<file path="src/rtl/gpsdo_pkg.sv">
package gpsdo_pkg;
  typedef enum logic {
    GAIN_ACQ = 1'b0,
    GAIN_TRK = 1'b1
  } gain_mode_e;

  localparam int unsigned GAIN_FRAC = 8;
  localparam int unsigned GAIN_W    = 12;
endpackage

</file>
<file path="src/rtl/gpsdo_pps_sync.sv">
module gpsdo_pps_sync #(
  parameter int unsigned STAGES = 2
) (
  input  logic clk_i,
  input  logic rst_ni,
  input  logic pps_i,
  output logic rise_o
);
  logic [STAGES-1:0] sync_q;
  logic              last_q;

  always_ff @(posedge clk_i or negedge rst_ni) begin
    if (!rst_ni) begin
      sync_q <= '0;
      last_q <= 1'b0;
    end else begin
      sync_q <= {sync_q[STAGES-2:0], pps_i};
      last_q <= sync_q[STAGES-1];
    end
  end

  assign rise_o = sync_q[STAGES-1] & ~last_q;
endmodule

</file>
<file path="src/rtl/gpsdo_phase_meas.sv">
module gpsdo_phase_meas #(
  parameter int unsigned NOMINAL = 50_000_000,
  parameter int unsigned TIMEOUT = 75_000_000,
  parameter int unsigned CNT_W   = 27,
  parameter int unsigned ERR_W   = 30
) (
  input  logic                    clk_i,
  input  logic                    rst_ni,
  input  logic                    rise_i,
  output logic                    meas_valid_o,
  output logic signed [ERR_W-1:0] err_cnt_o,
  output logic signed [ERR_W-1:0] err_half_o,
  output logic                    missing_o
);
  localparam logic signed [ERR_W-1:0] NOM_S = ERR_W'(NOMINAL);
  localparam logic [CNT_W-1:0]        TMO_C = CNT_W'(TIMEOUT);

  logic [CNT_W-1:0]        cnt_q;
  logic                    armed_q;
  logic signed [ERR_W-1:0] diff;

  assign diff = NOM_S - $signed({{(ERR_W-CNT_W){1'b0}}, cnt_q});

  always_ff @(posedge clk_i or negedge rst_ni) begin
    if (!rst_ni) begin
      cnt_q        <= '0;
      armed_q      <= 1'b0;
      missing_o    <= 1'b0;
      meas_valid_o <= 1'b0;
      err_cnt_o    <= '0;
      err_half_o   <= '0;
    end else begin
      meas_valid_o <= 1'b0;
      if (rise_i) begin
        cnt_q     <= CNT_W'(1);
        armed_q   <= 1'b1;
        missing_o <= 1'b0;
        if (armed_q) begin
          meas_valid_o <= 1'b1;
          err_cnt_o    <= diff;
          // shift bins by half a count: true interval is cnt + 0.5
          err_half_o   <= (diff <<< 1) - $signed(ERR_W'(1));
        end
      end else begin
        if (armed_q && cnt_q == TMO_C) begin
          missing_o <= 1'b1;
          armed_q   <= 1'b0;
        end
        if (cnt_q != TMO_C) cnt_q <= cnt_q + CNT_W'(1);
      end
    end
  end
endmodule

</file>
<file path="src/rtl/gpsdo_gain_sched.sv">
module gpsdo_gain_sched
  import gpsdo_pkg::*;
#(
  parameter int unsigned ERR_W      = 30,
  parameter int unsigned KP_ACQ     = 853,
  parameter int unsigned KI_ACQ     = 27,
  parameter int unsigned KP_TRK     = 427,
  parameter int unsigned KI_TRK     = 7,
  parameter int unsigned LOCK_RUN   = 16,
  parameter int unsigned LOCK_TOL   = 2,
  parameter int unsigned UNLOCK_TOL = 8
) (
  input  logic                    clk_i,
  input  logic                    rst_ni,
  input  logic                    meas_valid_i,
  input  logic signed [ERR_W-1:0] err_cnt_i,
  output gain_mode_e              mode_o,
  output logic [GAIN_W-1:0]       kp_o,
  output logic [GAIN_W-1:0]       ki_o
);
  localparam int unsigned RUN_W = $clog2(LOCK_RUN + 1);

  logic [RUN_W-1:0] run_q;
  logic [ERR_W-1:0] err_mag;
  logic             near, far;

  assign err_mag = err_cnt_i[ERR_W-1] ? ERR_W'(-err_cnt_i) : ERR_W'(err_cnt_i);
  assign near    = err_mag <= ERR_W'(LOCK_TOL);
  assign far     = err_mag >  ERR_W'(UNLOCK_TOL);

  always_ff @(posedge clk_i or negedge rst_ni) begin
    if (!rst_ni) begin
      mode_o <= GAIN_ACQ;
      run_q  <= '0;
    end else if (meas_valid_i) begin
      unique case (mode_o)
        GAIN_ACQ: begin
          if (!near) begin
            run_q <= '0;
          end else if (run_q == RUN_W'(LOCK_RUN - 1)) begin
            mode_o <= GAIN_TRK;
            run_q  <= '0;
          end else begin
            run_q <= run_q + RUN_W'(1);
          end
        end
        GAIN_TRK: begin
          if (far) begin
            mode_o <= GAIN_ACQ;
            run_q  <= '0;
          end
        end
        default: mode_o <= GAIN_ACQ;
      endcase
    end
  end

  assign kp_o = (mode_o == GAIN_TRK) ? GAIN_W'(KP_TRK) : GAIN_W'(KP_ACQ);
  assign ki_o = (mode_o == GAIN_TRK) ? GAIN_W'(KI_TRK) : GAIN_W'(KI_ACQ);
endmodule

</file>
<file path="src/rtl/gpsdo_pi_core.sv">
module gpsdo_pi_core
  import gpsdo_pkg::*;
#(
  parameter int unsigned ERR_W     = 30,
  parameter int unsigned DAC_W     = 16,
  parameter int unsigned INIT_TUNE = 32768
) (
  input  logic                    clk_i,
  input  logic                    rst_ni,
  input  logic                    meas_valid_i,
  input  logic signed [ERR_W-1:0] err_half_i,
  input  logic [GAIN_W-1:0]       kp_i,
  input  logic [GAIN_W-1:0]       ki_i,
  output logic [DAC_W-1:0]        tune_o,
  output logic signed [DAC_W:0]   corr_o,
  output logic                    corr_valid_o
);
  // gain Q8 times half-count error gives Q9 in DAC LSB
  localparam int unsigned SH     = GAIN_FRAC + 1;
  localparam int unsigned PROD_W = ERR_W + GAIN_W + 1;
  localparam int unsigned I_W    = DAC_W + SH;
  localparam int unsigned SUM_W  = PROD_W + I_W + 2;
  localparam logic signed [SUM_W-1:0] I_MAX  = SUM_W'(((64'd1 << DAC_W) - 64'd1) << SH);
  localparam logic signed [SUM_W-1:0] T_MAX  = SUM_W'((64'd1 << DAC_W) - 64'd1);
  localparam logic [I_W-1:0]          I_INIT = I_W'(INIT_TUNE) << SH;

  logic [I_W-1:0]           integ_q;
  logic signed [PROD_W-1:0] err_ext, kp_ext, ki_ext, p_term, i_term;
  logic signed [SUM_W-1:0]  i_sum, i_new, t_sum, t_shift;
  logic [DAC_W-1:0]         t_new;
  logic signed [DAC_W:0]    corr_d;

  assign err_ext = PROD_W'(err_half_i);
  assign kp_ext  = $signed(PROD_W'(kp_i));
  assign ki_ext  = $signed(PROD_W'(ki_i));
  assign p_term  = kp_ext * err_ext;
  assign i_term  = ki_ext * err_ext;

  always_comb begin
    i_sum = $signed(SUM_W'(integ_q)) + SUM_W'(i_term);
    if (i_sum[SUM_W-1])     i_new = '0;
    else if (i_sum > I_MAX) i_new = I_MAX;
    else                    i_new = i_sum;

    t_sum   = i_new + SUM_W'(p_term);
    t_shift = t_sum >>> SH;
    if (t_shift[SUM_W-1])     t_new = '0;
    else if (t_shift > T_MAX) t_new = '1;
    else                      t_new = t_shift[DAC_W-1:0];
  end

  assign corr_d = $signed({1'b0, t_new}) - $signed({1'b0, tune_o});

  always_ff @(posedge clk_i or negedge rst_ni) begin
    if (!rst_ni) begin
      integ_q      <= I_INIT;
      tune_o       <= DAC_W'(INIT_TUNE);
      corr_o       <= '0;
      corr_valid_o <= 1'b0;
    end else begin
      corr_valid_o <= meas_valid_i;
      if (meas_valid_i) begin
        integ_q <= i_new[I_W-1:0];
        tune_o  <= t_new;
        corr_o  <= corr_d;
      end
    end
  end
endmodule

</file>
<file path="src/rtl/gpsdo_dither.sv">
module gpsdo_dither #(
  parameter int unsigned DAC_W = 16
) (
  input  logic             clk_i,
  input  logic             rst_ni,
  input  logic [DAC_W-1:0] tune_i,
  output logic [DAC_W-2:0] dac_o
);
  logic             ph_q;
  logic [DAC_W-2:0] base;
  logic             bump;

  always_ff @(posedge clk_i or negedge rst_ni) begin
    if (!rst_ni) ph_q <= 1'b0;
    else         ph_q <= ~ph_q;
  end

  assign base  = tune_i[DAC_W-1:1];
  // at full scale the upper code is unreachable, so no bump
  assign bump  = tune_i[0] & ph_q & ~(&base);
  assign dac_o = base + (DAC_W-1)'(bump);
endmodule

</file>
<file path="src/rtl/gpsdo_pi_loop.sv">
module gpsdo_pi_loop
  import gpsdo_pkg::*;
#(
  parameter int unsigned NOMINAL     = 50_000_000,
  parameter int unsigned TIMEOUT     = 75_000_000,
  parameter int unsigned INIT_TUNE   = 32768,
  parameter int unsigned DAC_W       = 16,
  parameter int unsigned SYNC_STAGES = 2,
  parameter int unsigned KP_ACQ      = 853,
  parameter int unsigned KI_ACQ      = 27,
  parameter int unsigned KP_TRK      = 427,
  parameter int unsigned KI_TRK      = 7,
  parameter int unsigned LOCK_RUN    = 16,
  parameter int unsigned LOCK_TOL    = 2,
  parameter int unsigned UNLOCK_TOL  = 8
) (
  input  logic                  clk_i,
  input  logic                  rst_ni,
  input  logic                  pps_i,
  output logic [DAC_W-1:0]      tune_o,
  output logic [DAC_W-2:0]      dac_o,
  output logic                  corr_valid_o,
  output logic signed [DAC_W:0] corr_o,
  output logic                  stable_o,
  output logic                  pps_missing_o
);
  localparam int unsigned CNT_W = $clog2(TIMEOUT + 1);
  localparam int unsigned ERR_W = CNT_W + 3;

  logic                    rise;
  logic                    meas_valid;
  logic signed [ERR_W-1:0] err_cnt, err_half;
  gain_mode_e              mode;
  logic [GAIN_W-1:0]       kp, ki;

  gpsdo_pps_sync #(.STAGES(SYNC_STAGES)) i_sync (
    .clk_i (clk_i),
    .rst_ni(rst_ni),
    .pps_i (pps_i),
    .rise_o(rise)
  );

  gpsdo_phase_meas #(
    .NOMINAL(NOMINAL),
    .TIMEOUT(TIMEOUT),
    .CNT_W  (CNT_W),
    .ERR_W  (ERR_W)
  ) i_meas (
    .clk_i       (clk_i),
    .rst_ni      (rst_ni),
    .rise_i      (rise),
    .meas_valid_o(meas_valid),
    .err_cnt_o   (err_cnt),
    .err_half_o  (err_half),
    .missing_o   (pps_missing_o)
  );

  gpsdo_gain_sched #(
    .ERR_W     (ERR_W),
    .KP_ACQ    (KP_ACQ),
    .KI_ACQ    (KI_ACQ),
    .KP_TRK    (KP_TRK),
    .KI_TRK    (KI_TRK),
    .LOCK_RUN  (LOCK_RUN),
    .LOCK_TOL  (LOCK_TOL),
    .UNLOCK_TOL(UNLOCK_TOL)
  ) i_sched (
    .clk_i       (clk_i),
    .rst_ni      (rst_ni),
    .meas_valid_i(meas_valid),
    .err_cnt_i   (err_cnt),
    .mode_o      (mode),
    .kp_o        (kp),
    .ki_o        (ki)
  );

  gpsdo_pi_core #(
    .ERR_W    (ERR_W),
    .DAC_W    (DAC_W),
    .INIT_TUNE(INIT_TUNE)
  ) i_core (
    .clk_i       (clk_i),
    .rst_ni      (rst_ni),
    .meas_valid_i(meas_valid),
    .err_half_i  (err_half),
    .kp_i        (kp),
    .ki_i        (ki),
    .tune_o      (tune_o),
    .corr_o      (corr_o),
    .corr_valid_o(corr_valid_o)
  );

  gpsdo_dither #(.DAC_W(DAC_W)) i_dither (
    .clk_i (clk_i),
    .rst_ni(rst_ni),
    .tune_i(tune_o),
    .dac_o (dac_o)
  );

  assign stable_o = (mode == GAIN_TRK);
endmodule

</file>
<file path="config.mk">
export PLATFORM = sky130hd
export DESIGN_NAME = gpsdo_pi_loop
export DESIGN_NICKNAME = d
export VERILOG_FILES = /design/src/rtl/gpsdo_pkg.sv /design/src/rtl/gpsdo_pps_sync.sv /design/src/rtl/gpsdo_phase_meas.sv /design/src/rtl/gpsdo_gain_sched.sv /design/src/rtl/gpsdo_pi_core.sv /design/src/rtl/gpsdo_dither.sv /design/src/rtl/gpsdo_pi_loop.sv
export SDC_FILE = /design/constraint.sdc
export NUM_CORES = 1
export LEC_CHECK = 0
export BUFFER_PORTS_ARGS = -buffer_cell sky130_fd_sc_hd__buf_2
export CORE_MARGIN = 5
export CORE_UTILIZATION = 55
export CTS_CLUSTER_DIAMETER = 60
export DETAILED_ROUTE_END_ITERATION = 16
export GPL_TIMING_DRIVEN = 1
export HOLD_SLACK_MARGIN = 0.08
export PLACE_DENSITY = 0.71
export SYNTH_ARGS = -nofsm -noshare
export SYNTH_HDL_FRONTEND = slang
export SYNTH_HIERARCHICAL = 1
export SYNTH_SLANG_ARGS = --single-unit
export TNS_END_PERCENT = 30
</file>
<file path="constraint.sdc">
create_clock -name clk_i -period 29.8 [get_ports clk_i]
set_clock_uncertainty 0.15 [all_clocks]
set_input_delay 1.49 -clock clk_i [delete_from_list [all_inputs] [get_ports clk_i]]
set_output_delay 1.49 -clock clk_i [all_outputs]
set_load 0.01 [all_outputs]
</file>
==> results.cfg <==
[synthesis]
synth-xor-area-share_pct = 2.59
synth_top_flop_cell = dfrtp_1
synthMuxAreaShare_pct = 0.666
ys_async_sr_fraction_pct = 100
synth-adder-area-share_pct = 43.6
synth_area_um2 = 39600
syn_inst = 4620
synth_top_family_by_area = adder cells
seq_area_frac_synth_pct = 9.92
synth.distinct_cells = 121
syn_area_per_cell_um2 = 8.58
yosysWarnings = 6
synth_compound_area_share_pct = 12.1
synth_edf_count = 0
synth_simple_gate_area_share_pct = 20.4
ys_seq_elements = 157

[clock_tree]
clock_path_buffers = 2
htreeDepth = 4
cts.hold.buffers_added = 0
cts_root_buf = clkbuf_16
post-cts-setup-buffers = 0
cts_sinks = 157
cts_tree = yes
ctsResizeCount = 0
clk_pin_slew_worst_paths_ps = 80
clock_latency_ps = 480
cts-buffers-inserted = 17

[setup_path]
cp.required_ps = 30010
cp_max_fo = 80
crit_path_max_incr_delay_ps = 780
crit_type = reg2reg
slowest_stage = buf_4
timing.critical_path.mode_cell = o21ai_0
startpoint_type = register
critPathArrivalTime_ps = 17820
critPathCaptureType = register

[global_route]
grt_pass1_wl_um = 173000
grt_overflow = 0
grt.total_usage_pct = 27.4
antenna_found_initial = 1
grt_max_degree = 89
first_global_vias = 32039

[drt]
vias = 31549
drtIter0Drc = 2556
antenna_left = 0
viasPerCell = 5.79
drt-pass1-iter-count = 6
wl_um = 104000
route.detailed.drc = 0
wire_per_inst_um = 19.1

[placed_design]
place_congestion = 0.966
portBuffers = 53
hpwl_um = 82500

[floorplanning]
dieHeight_um = 278
rows = 98
core-area_um2 = 71500
ioPinCount = 54
die_area_um2 = 77500
die_w_um = 278
start_util_pct = 55.4

[flow_run]
maxCapViolations = 0

[sta]
finalSetupViolations = 0
relSlewSlack_pct = 25.2
tightest_slew_ps = 1110
fin_crit_sh_pct = 59.1
drv_slew = 0
hold_viol_final = 0
final.setup.tns_ps = 0
fin_crit_ps = 17600
fmax_ghz = 0.0568
rsz0062_at_grt = no

[worst_hold_path]
hp-class = reg2reg

[cells_and_area]
area_growth_pct = 3.30
drive_above_1_share_pct = 4.87
fillCellCount = 6410
antenna_cells = 0
layout.nets = 5445

[status]
status = finished, final reports clean
-- state kept, by name (all words and copies together), names as in the netlist --
signal               count
i_core/corr_o           17
i_core/corr_valid_o      1
i_core/integ_q          25
i_core/tune_o           16
i_dither/ph_q            1
i_meas/armed_q           1
i_meas/cnt_q            27
i_meas/err_cnt_o        28
i_meas/err_half_o       30
i_meas/meas_valid_o      1
i_meas/missing_o         1
i_sched/mode_o           1
i_sched/run_q            5
i_sync/last_q            1
i_sync/sync_q            2
-- final timing paths --
path | start | to | slack, ps | depth (start not counted)
worst max-delay path | i_sched/mode_o | i_core/corr_o[13] | 12200 | 56
worst min-delay path | i_sync/sync_q[0] | i_sync/sync_q[1] | 220 | 0
worst max register to register | i_sched/mode_o | i_core/corr_o[13] | 12200 | 56
worst min register to register | i_sync/sync_q[0] | i_sync/sync_q[1] | 220 | 0
max in group asynchronous | rst_ni | i_meas/err_half_o[23] | 26940 | 2
min in group asynchronous | rst_ni | i_core/corr_o[13] | 900 | 1
-- placed cells by master, fill, tap and decap left out, types with 12 or more instances in the layout --
master / instances
nand2b_1: 28
dfrtp_1: 153
a21boi_0: 19
o21ai_0: 170
a211o_1: 13
a21o_1: 57
a21oi_1: 207
or3_1: 24
nor3_1: 58
nor4_1: 28
a31oi_1: 33
ha_1: 253
o21ai_1: 15
and3_1: 20
and2_1: 397
o211ai_1: 17
inv_1: 794
buf_4: 44
nand2_1: 580
buf_2: 52
mux2i_1: 14
nor2b_1: 14
o21bai_1: 30
a211oi_1: 13
conb_1: 31
o31ai_1: 16
nand3_1: 60
clkbuf_16: 17
xor2_1: 54
nand4_1: 59
or4_1: 12
xnor2_1: 63
nor2_1: 166
fa_1: 705
o21a_1: 16
-- metrics by stage --
stage / worst slack (ps) / hold WS (ps) / area [µm²] / util [%] / instances
6_report: 12200 / 218 / 40900 / 57.3 / 5447
5_1_grt: 10980 / 229 / 40900 / 57.3 / 5447
4_1_cts: 12370 / 223 / 40900 / 57.3 / 5447
3_5_place_dp: 12480 / 205 / 40300 / 56.4 / 5415
3_3_place_gp: 12840 / 182 / 40300 / 56.4 / 5415
2_1_floorplan: 15670 / 181 / 39700 / - / 4648
-- per-layer routing --
metal / part of all wire [%] / up-vias / global-route usage, %
met2: 46 / 1012 / 43.1
li1: - / 14390 / -
met4: 2.1 / 0 / 6.05
met5: 0 / - / 0
met1: 46 / 16009 / 41.4
met3: 6.3 / 138 / 3.05
-- worst max-delay path: cells and delay by family (launching register included) --
kind            cells  cell delay [ps]
flops               1              760
simple gates       12             4120
compound gates     26             5350
fa+ha+maj          10             4640
buf+inv             8             2400
-- cell families after synthesis --
group | after synthesis
muxes | 25
adders and majority gates | 958
xor gates and xnor gates | 117
AOI/OAI and AO/OA | 736
other | 3
and+or+nand+nor | 1547
buffers and inverters | 1077
DFF | 157
-- area by class of cell --
class	count	area, µm²	share of cell area, %
clock buffer	17	425	1.04
timing repair buffer	97	602	1.47
multi-input combinational	3414	31600	77.2
clock inverter	15	205	0.501
sequential	157	3940	9.62
tap	950	1190	2.90
inverter	797	2990	7.31
-- cell usage after synthesis, types with 54 or more instances --
cell type / count / area (µm²)
xnor2_1: 63 / 552
a21o_1: 57 / 428
nand2_1: 581 / 2180
o21ai_0: 170 / 851
fa_1: 705 / 14100
nor2_1: 166 / 623
nand3_1: 60 / 300
ha_1: 253 / 3170
dfrtp_1: 155 / 3880
a21oi_1: 207 / 1040
and2_1: 397 / 2480
nor3_1: 58 / 290
clkbuf_1: 218 / 818
nand4_1: 59 / 369
inv_1: 795 / 2980
xor2_1: 54 / 473
Power is not shown: default switching activity piles up to over one toggle a cycle in this logic, so the estimate is an artifact.
